<file path="src/rtl/pal_scan_pkg.sv">
package pal_scan_pkg;

    typedef enum logic [1:0] {
        SC_IDLE  = 2'd0,
        SC_SCAN  = 2'd1,
        SC_DRAIN = 2'd2
    } scan_state_t;

    typedef struct packed {
        logic valid;
        logic eol;
        logic eof;
    } pix_tag_t;

endpackage

</file>
<file path="src/rtl/pal_scan_ctrl.sv">
module pal_scan_ctrl
    import pal_scan_pkg::*;
#(
    parameter int W_W    = 10,
    parameter int H_W    = 10,
    parameter int ADDR_W = 20
) (
    input  logic              clk,
    input  logic              rst_n,
    input  logic              frame_start,
    input  logic [W_W-1:0]    cfg_width,
    input  logic [H_W-1:0]    cfg_height,
    input  logic              adv,
    input  logic              pipe_empty,
    output logic              start_ok,
    output logic              busy,
    output logic              mem_rd_en,
    output logic [ADDR_W-1:0] mem_rd_addr,
    output pix_tag_t          iss
);

    localparam int PROD_W = W_W + H_W;

    scan_state_t       state_q, state_d;
    logic [W_W-1:0]    w_q, x_q;
    logic [H_W-1:0]    h_q, y_q;
    logic [ADDR_W-1:0] addr_q;
    logic              last_col, last_pix, dims_ok;
    logic [PROD_W-1:0] frame_px;

    assign dims_ok  = (cfg_width != '0) && (cfg_height != '0);
    assign last_col = (x_q == w_q - W_W'(1));
    assign last_pix = last_col && (y_q == h_q - H_W'(1));
    assign frame_px = PROD_W'(w_q) * PROD_W'(h_q);

    // state register
    always_ff @(posedge clk) begin
        if (!rst_n) state_q <= SC_IDLE;
        else        state_q <= state_d;
    end

    // next state: accept / reject / last issue / drained
    always_comb begin
        state_d = state_q;
        unique case (state_q)
            SC_IDLE:  if (start_ok)          state_d = SC_SCAN;
            SC_SCAN:  if (adv && last_pix)   state_d = SC_DRAIN;
            SC_DRAIN: if (pipe_empty)        state_d = SC_IDLE;
            default:                         state_d = SC_IDLE;
        endcase
    end

    // outputs
    always_comb begin
        start_ok    = 1'b0;
        busy        = 1'b1;
        mem_rd_en   = 1'b0;
        unique case (state_q)
            SC_IDLE: begin
                busy     = 1'b0;
                start_ok = frame_start && dims_ok;
            end
            SC_SCAN:  mem_rd_en = adv;
            SC_DRAIN: mem_rd_en = 1'b0;
            default:  busy      = 1'b0;
        endcase
        mem_rd_addr = addr_q;
        iss.valid   = mem_rd_en;
        iss.eol     = last_col;
        iss.eof     = last_pix;
    end

    // frame geometry and scan position
    always_ff @(posedge clk) begin
        if (!rst_n) begin
            w_q    <= '0;
            h_q    <= '0;
            x_q    <= '0;
            y_q    <= '0;
            addr_q <= '0;
        end else if (start_ok) begin
            w_q    <= cfg_width;
            h_q    <= cfg_height;
            x_q    <= '0;
            y_q    <= '0;
            addr_q <= '0;
        end else if (mem_rd_en) begin
            addr_q <= addr_q + ADDR_W'(1);
            if (last_col) begin
                x_q <= '0;
                y_q <= y_q + H_W'(1);
            end else begin
                x_q <= x_q + W_W'(1);
            end
        end
    end

    // no memory traffic while waiting for a frame
    p_idle_quiet_r4: assert property (@(posedge clk) disable iff (!rst_n)
        (state_q == SC_IDLE) |-> !mem_rd_en);

    // the read address never reaches the frame size while scanning
    p_no_overissue_r10: assert property (@(posedge clk) disable iff (!rst_n)
        (state_q == SC_SCAN) |-> (PROD_W'(addr_q) < frame_px));

endmodule

</file>
<file path="src/rtl/pal_scan_pipe.sv">
module pal_scan_pipe
    import pal_scan_pkg::*;
#(
    parameter int IDX_W  = 8,
    parameter int COMP_W = 8
) (
    input  logic                clk,
    input  logic                rst_n,
    input  pix_tag_t            iss,
    input  logic [IDX_W-1:0]    mem_rd_data,
    input  logic                blank_q,
    input  logic                pix_ready,
    input  logic [3*COMP_W-1:0] pal_rd_data,
    output logic                adv,
    output logic                pipe_empty,
    output logic                pal_rd_en,
    output logic [IDX_W-1:0]    pal_rd_idx,
    output logic                pix_valid,
    output logic                pix_eol,
    output logic                pix_eof,
    output logic [3*COMP_W-1:0] pix_rgb
);

    localparam int NCOMP = 3;

    pix_tag_t s1_q, s2_q;

    assign adv        = !s2_q.valid || pix_ready;
    assign pipe_empty = !s1_q.valid && !s2_q.valid;
    assign pal_rd_en  = adv && s1_q.valid && !blank_q;
    assign pal_rd_idx = mem_rd_data;

    always_ff @(posedge clk) begin
        if (!rst_n) begin
            s1_q <= '0;
            s2_q <= '0;
        end else if (adv) begin
            s1_q <= iss;
            s2_q <= s1_q;
        end
    end

    assign pix_valid = s2_q.valid;
    assign pix_eol   = s2_q.valid && s2_q.eol;
    assign pix_eof   = s2_q.valid && s2_q.eof;

    for (genvar c = 0; c < NCOMP; c++) begin : g_comp
        assign pix_rgb[c*COMP_W +: COMP_W] =
            blank_q ? '0 : pal_rd_data[c*COMP_W +: COMP_W];
    end

    // a stalled pixel holds
    p_stall_hold_r6: assert property (@(posedge clk) disable iff (!rst_n)
        (pix_valid && !pix_ready) |=> (pix_valid && $stable(pix_rgb)
                                       && $stable(pix_eol) && $stable(pix_eof)));

    // the frame's last pixel also closes its line
    p_eof_has_eol_r5: assert property (@(posedge clk) disable iff (!rst_n)
        (pix_valid && pix_eof) |-> pix_eol);

endmodule

</file>
<file path="src/rtl/pal_scan_track.sv">
module pal_scan_track #(
    parameter int W_W = 10,
    parameter int H_W = 10
) (
    input  logic           clk,
    input  logic           rst_n,
    input  logic           start_ok,
    input  logic [W_W-1:0] cfg_width,
    input  logic [H_W-1:0] cfg_height,
    input  logic           cfg_blank,
    output logic           blank_q,
    output logic           frame_full
);

    logic           first_q;
    logic [W_W-1:0] pw_q;
    logic [H_W-1:0] ph_q;
    logic           changed;

    assign changed = first_q || (cfg_blank != blank_q) ||
                     (cfg_width != pw_q) || (cfg_height != ph_q);

    always_ff @(posedge clk) begin
        if (!rst_n) begin
            first_q    <= 1'b1;
            blank_q    <= 1'b0;
            pw_q       <= '0;
            ph_q       <= '0;
            frame_full <= 1'b0;
        end else if (start_ok) begin
            first_q    <= 1'b0;
            blank_q    <= cfg_blank;
            pw_q       <= cfg_width;
            ph_q       <= cfg_height;
            frame_full <= changed;
        end
    end

endmodule

</file>
<file path="src/rtl/pal_scanout.sv">
module pal_scanout
    import pal_scan_pkg::*;
#(
    parameter int WIDTH_W  = 10,
    parameter int HEIGHT_W = 10,
    parameter int ADDR_W   = 20,
    parameter int IDX_W    = 8,
    parameter int COMP_W   = 8
) (
    input  logic                clk,
    input  logic                rst_n,
    input  logic                frame_start,
    input  logic [WIDTH_W-1:0]  cfg_width,
    input  logic [HEIGHT_W-1:0] cfg_height,
    input  logic                cfg_blank,
    output logic                mem_rd_en,
    output logic [ADDR_W-1:0]   mem_rd_addr,
    input  logic [IDX_W-1:0]    mem_rd_data,
    output logic                pal_rd_en,
    output logic [IDX_W-1:0]    pal_rd_idx,
    input  logic [3*COMP_W-1:0] pal_rd_data,
    input  logic                pix_ready,
    output logic                pix_valid,
    output logic [3*COMP_W-1:0] pix_rgb,
    output logic                pix_eol,
    output logic                pix_eof,
    output logic                frame_full
);

    pix_tag_t iss;
    logic     adv, pipe_empty, start_ok, busy, blank_q;

    pal_scan_ctrl #(
        .W_W(WIDTH_W), .H_W(HEIGHT_W), .ADDR_W(ADDR_W)
    ) u_ctrl (
        .clk(clk), .rst_n(rst_n), .frame_start(frame_start),
        .cfg_width(cfg_width), .cfg_height(cfg_height),
        .adv(adv), .pipe_empty(pipe_empty), .start_ok(start_ok),
        .busy(busy), .mem_rd_en(mem_rd_en), .mem_rd_addr(mem_rd_addr),
        .iss(iss)
    );

    pal_scan_pipe #(
        .IDX_W(IDX_W), .COMP_W(COMP_W)
    ) u_pipe (
        .clk(clk), .rst_n(rst_n), .iss(iss), .mem_rd_data(mem_rd_data),
        .blank_q(blank_q), .pix_ready(pix_ready), .pal_rd_data(pal_rd_data),
        .adv(adv), .pipe_empty(pipe_empty), .pal_rd_en(pal_rd_en),
        .pal_rd_idx(pal_rd_idx), .pix_valid(pix_valid), .pix_eol(pix_eol),
        .pix_eof(pix_eof), .pix_rgb(pix_rgb)
    );

    pal_scan_track #(
        .W_W(WIDTH_W), .H_W(HEIGHT_W)
    ) u_track (
        .clk(clk), .rst_n(rst_n), .start_ok(start_ok),
        .cfg_width(cfg_width), .cfg_height(cfg_height), .cfg_blank(cfg_blank),
        .blank_q(blank_q), .frame_full(frame_full)
    );

    // a blanked frame never touches the palette
    p_blank_no_pal_r3: assert property (@(posedge clk) disable iff (!rst_n)
        blank_q |-> !pal_rd_en);

    // a strobe during a frame leaves the redraw flag alone
    p_start_ignored_r9: assert property (@(posedge clk) disable iff (!rst_n)
        (frame_start && busy) |=> $stable(frame_full));

endmodule

</file>
<file path="config.mk">
export PLATFORM = sky130hd
export DESIGN_NAME = pal_scanout
export DESIGN_NICKNAME = d
export VERILOG_FILES = /design/src/rtl/pal_scan_pkg.sv /design/src/rtl/pal_scan_ctrl.sv /design/src/rtl/pal_scan_pipe.sv /design/src/rtl/pal_scan_track.sv /design/src/rtl/pal_scanout.sv
export SDC_FILE = /design/constraint.sdc
export NUM_CORES = 1
export LEC_CHECK = 0
export CAP_MARGIN = 20
export CORE_MARGIN = 4
export CORE_UTILIZATION = 44
export DETAILED_ROUTE_END_ITERATION = 6
export PLACE_DENSITY = 0.84
export SLEW_MARGIN = 20
export SYNTH_ARGS = -nofsm -noshare
export SYNTH_HDL_FRONTEND = slang
export SYNTH_SLANG_ARGS = --single-unit
</file>
<file path="constraint.sdc">
create_clock -name clk -period 2.4 [get_ports clk]
set_clock_uncertainty 0.05 [all_clocks]
set_input_delay 0.36 -clock clk [delete_from_list [all_inputs] [get_ports clk]]
set_output_delay 0.36 -clock clk [all_outputs]
set_load 0.02 [all_outputs]
</file>
==> out/metrics.cfg <==
[outcome]
run_status=complete, no violations

[worst_setup_path]
crit_buf_inv=0
cp_data_required_time_ns=2.57
critical_path_class=reg2reg
crit_path_start_kind=flip-flop
data_arrival_at_the_endpoint_of_the_critical_path_ns=2.56
standard_cell_with_the_maximum_stage_delay_on_the_critical_path=or4_4
worst_path_dominant_cell_family=simple AND/OR/NAND/NOR gates
setup.worst_path.end_class=flip-flop
crit_path_cell_trace=or4_4 > nor3b_2 > o32ai_2 > mux2_4 > nor2_1 > a41oi_1
cpPeakStageDelay_ns=0.58
worstPathMaxFanout=6

[global_route]
grt_antenna_before_repair=0
grt_max_degree=30
gr-total-overflow=0
total_global_routing_track_utilization_pct=22.05
global_route_wire_length_before_repair_mm=20.37
vias_in_the_first_global_route=4145

[clock_tree]
number_of_buffers_between_clock_root_and_the_deepest_sink=2
cts_inserted_buffers=9
ctsHtreeMaxLevel=3
cts_sinks=71
cts.hold.buffers_added=0
worst_skew_pair.late_latency_ns=0.36
cts.clk_slew.worst_paths_ns=0.08
clk_root_buffer_cell=clkbuf_8
tritoncts=done

[synthesis]
share_of_flip_flops_with_an_asynchronous_set_or_reset_pct=0
synth.cell_area_um2=4249
yosys_most_used_dff=dfxtp_1
syn_avg_cell_area_um2=8.171
synth_seq_cells=71
syn-instance-count=520
post_synthesis_sequential_area_ratio_pct=33.45
ys.warnings.count=0
synth_enable_flop_cells=0
synth.net_count=582
unique_masters_post_synth=55

[floorplan]
floorplan.core_area_um2=9328
fp.dieArea_um2=11290
rows=35
chipHeight_um=106.3
io_pins=115
start_util_pct=45.55
die_width_um=106.3

[pwr]
power_leakage_uw=0.002256
peakVddDrop_uv=305.4
p_per_area_nw_per_um2=511.5

[timing]
final_period_minus_worst_setup_slack_ns=2.396
rsz0062_at_grt=yes
max_slew_margin_pct=66.75
final-max-slew-violation-count=0
final_critical_path_setup_slack_ns=0.003612
worst_pin_slew_ns=0.4969
hold_viol_final=0
timing.setup.tns_ns=0
fmaxAchievable_mhz=417.3
min_period_over_period_pct=99.85
setup_viol=0
timing.hold.ws_ns=0.3976

[drt]
routed_via_density=5.554
drt_wl_total_mm=12.50
detail_route.first_pass.iterations=5
route.detailed.wl_per_inst_um=16.36
drc=0
postRouteAntennaNets=0
drt_iter0_markers=375
detailroute.via_count=4243

[placement]
place.detailed.instances=742
pre_cts_ws_ns=-0.05767
dp_hpwl_mm=9.041
number_of_buffers_added_on_ports=98
gp_congestion=0.8878

[finish]
post_route_cells_drive_above_1_share_pct=15.43
layout.cells.non_filler=764
fillerInstances=708
finalCoreUtilization_pct=63.15
highest_count_cells_in_the_layout_ignoring_fill_and_taps=clkdlybuf4s50_1 (98), dfxtp_1 (65), nor2_1 (54)
n_antenna_cell=0
num-nets-final=692
area_growth_syn_to_layout_pct=38.63
layout.cells.most_common=clkdlybuf4s50_1

[flow_run]
cap_violations=0

[worst_hold_path]
hold_class=reg2reg

## state kept, by name, summed over array words and instances, names as in the netlist
name	count
u_track.blank_q	1
u_ctrl.mem_rd_addr	20
u_track.first_q	1
u_ctrl.h_q	10
u_ctrl.y_q	10
u_pipe.pix_valid	1
u_ctrl.w_q	10
u_ctrl.state_q	2
u_pipe.s1_q	3
u_pipe.s2_q	2
u_track.frame_full	1
u_ctrl.x_q	10
## synthesized netlist by cell type (all sizes together) (2+ instances only)
cell,n,area [µm²]
nor4,14,93.84
and3,7,43.79
xnor2,19,166.4
nor3,16,80.08
or4,7,56.30
a221oi,2,17.52
or3,4,25.02
a31oi,4,25.02
nand4,15,93.84
nand2,43,161.4
and2,7,43.79
inv,11,41.29
and4,6,52.55
o211ai,4,30.03
clkbuf,23,86.33
a211oi,6,45.04
o22ai,4,25.02
nor2,55,206.5
o31ai,6,45.04
mux2i,27,270.3
ha,5,62.56
or2,5,31.28
dfxtp,71,1421
o21ai,7,35.03
a21oi,19,95.09
nand3,18,90.09
nor2b,28,175.2
nand2b,2,12.51
nor3b,4,35.03
buf,18,116.4
o2111ai,2,17.52
xor2,44,385.4
## through the flow
stage | power, µW | area, µm²
after floorplan | 1684 | 4277
after global placement | 1928 | 5478
after detailed placement | 1948 | 5478
after CTS | 2981 | 5789
after global routing | 3130 | 5891
final | 3013 | 5891
## where the power goes
part	total, µW	internal (µW)	switching [µW]
sequential	1250	1210	38.6
combinational	750	370	380
clock	1010	514	501
## kinds of logic after synthesis
logic type | count (synthesis) | share of synthesized area (%)
AND/OR/NAND/NOR | 234 | 28.86
flip-flops | 71 | 33.45
AO/OA/AOI/OAI | 65 | 10.25
XOR/XNOR | 64 | 13.52
buffers and inverters | 53 | 5.830
multiplexers | 28 | 6.625
adder cells (fa/ha/maj) | 5 | 1.472
## layer usage
layer,wire (µm),vias to the layer above,share of wire (%),track usage (%)
li1,-,2045,-,-
met3,639,30,5.1,5.161
met2,6551,125,52,39.05
met4,272,0,2.2,7.216
met5,0,-,0,0
met1,5035,2043,40,26.17
## worst register-to-register path: stages, from the launching register on
cell	delay [ns]
dfxtp_2	0.34
or4_4	0.58
nor3b_2	0.21
o32ai_2	0.14
mux2_4	0.33
nor2_1	0.42
a41oi_1	0.19
## final timing paths
check / from / end / slack, ns / cells past startpoint
worst min-delay path: u_track.first_q / u_track.first_q / 0.40 / 2
worst max-delay path: u_ctrl.w_q[3] / u_ctrl.state_q[0] / 0.004 / 6
worst min register to register: u_track.first_q / u_track.first_q / 0.40 / 2
worst max register to register: u_ctrl.w_q[3] / u_ctrl.state_q[0] / 0.004 / 6
## timing repair
action                                  CTS  global route
gates cloned                              1             1
endpoints found under the setup margin   18            18
buffers inserted                          3             1
resized for setup                        18            18
pin swaps                                 5            10
endpoints found under the hold margin     0             0
## layout make-up
type	count	area [µm²]	share of cell area [%]
Clock inverter	6	68.82	1.168
Sequential cell	71	1431	24.30
Inverter	12	45.04	0.7647
Timing Repair Buffer	138	1297	22.03
Clock buffer	10	137.6	2.336
Tap cell	129	161.4	2.740
Multi-Input combinational cell	398	2749	46.67
Note: power is estimated with default switching activity, not from simulation.
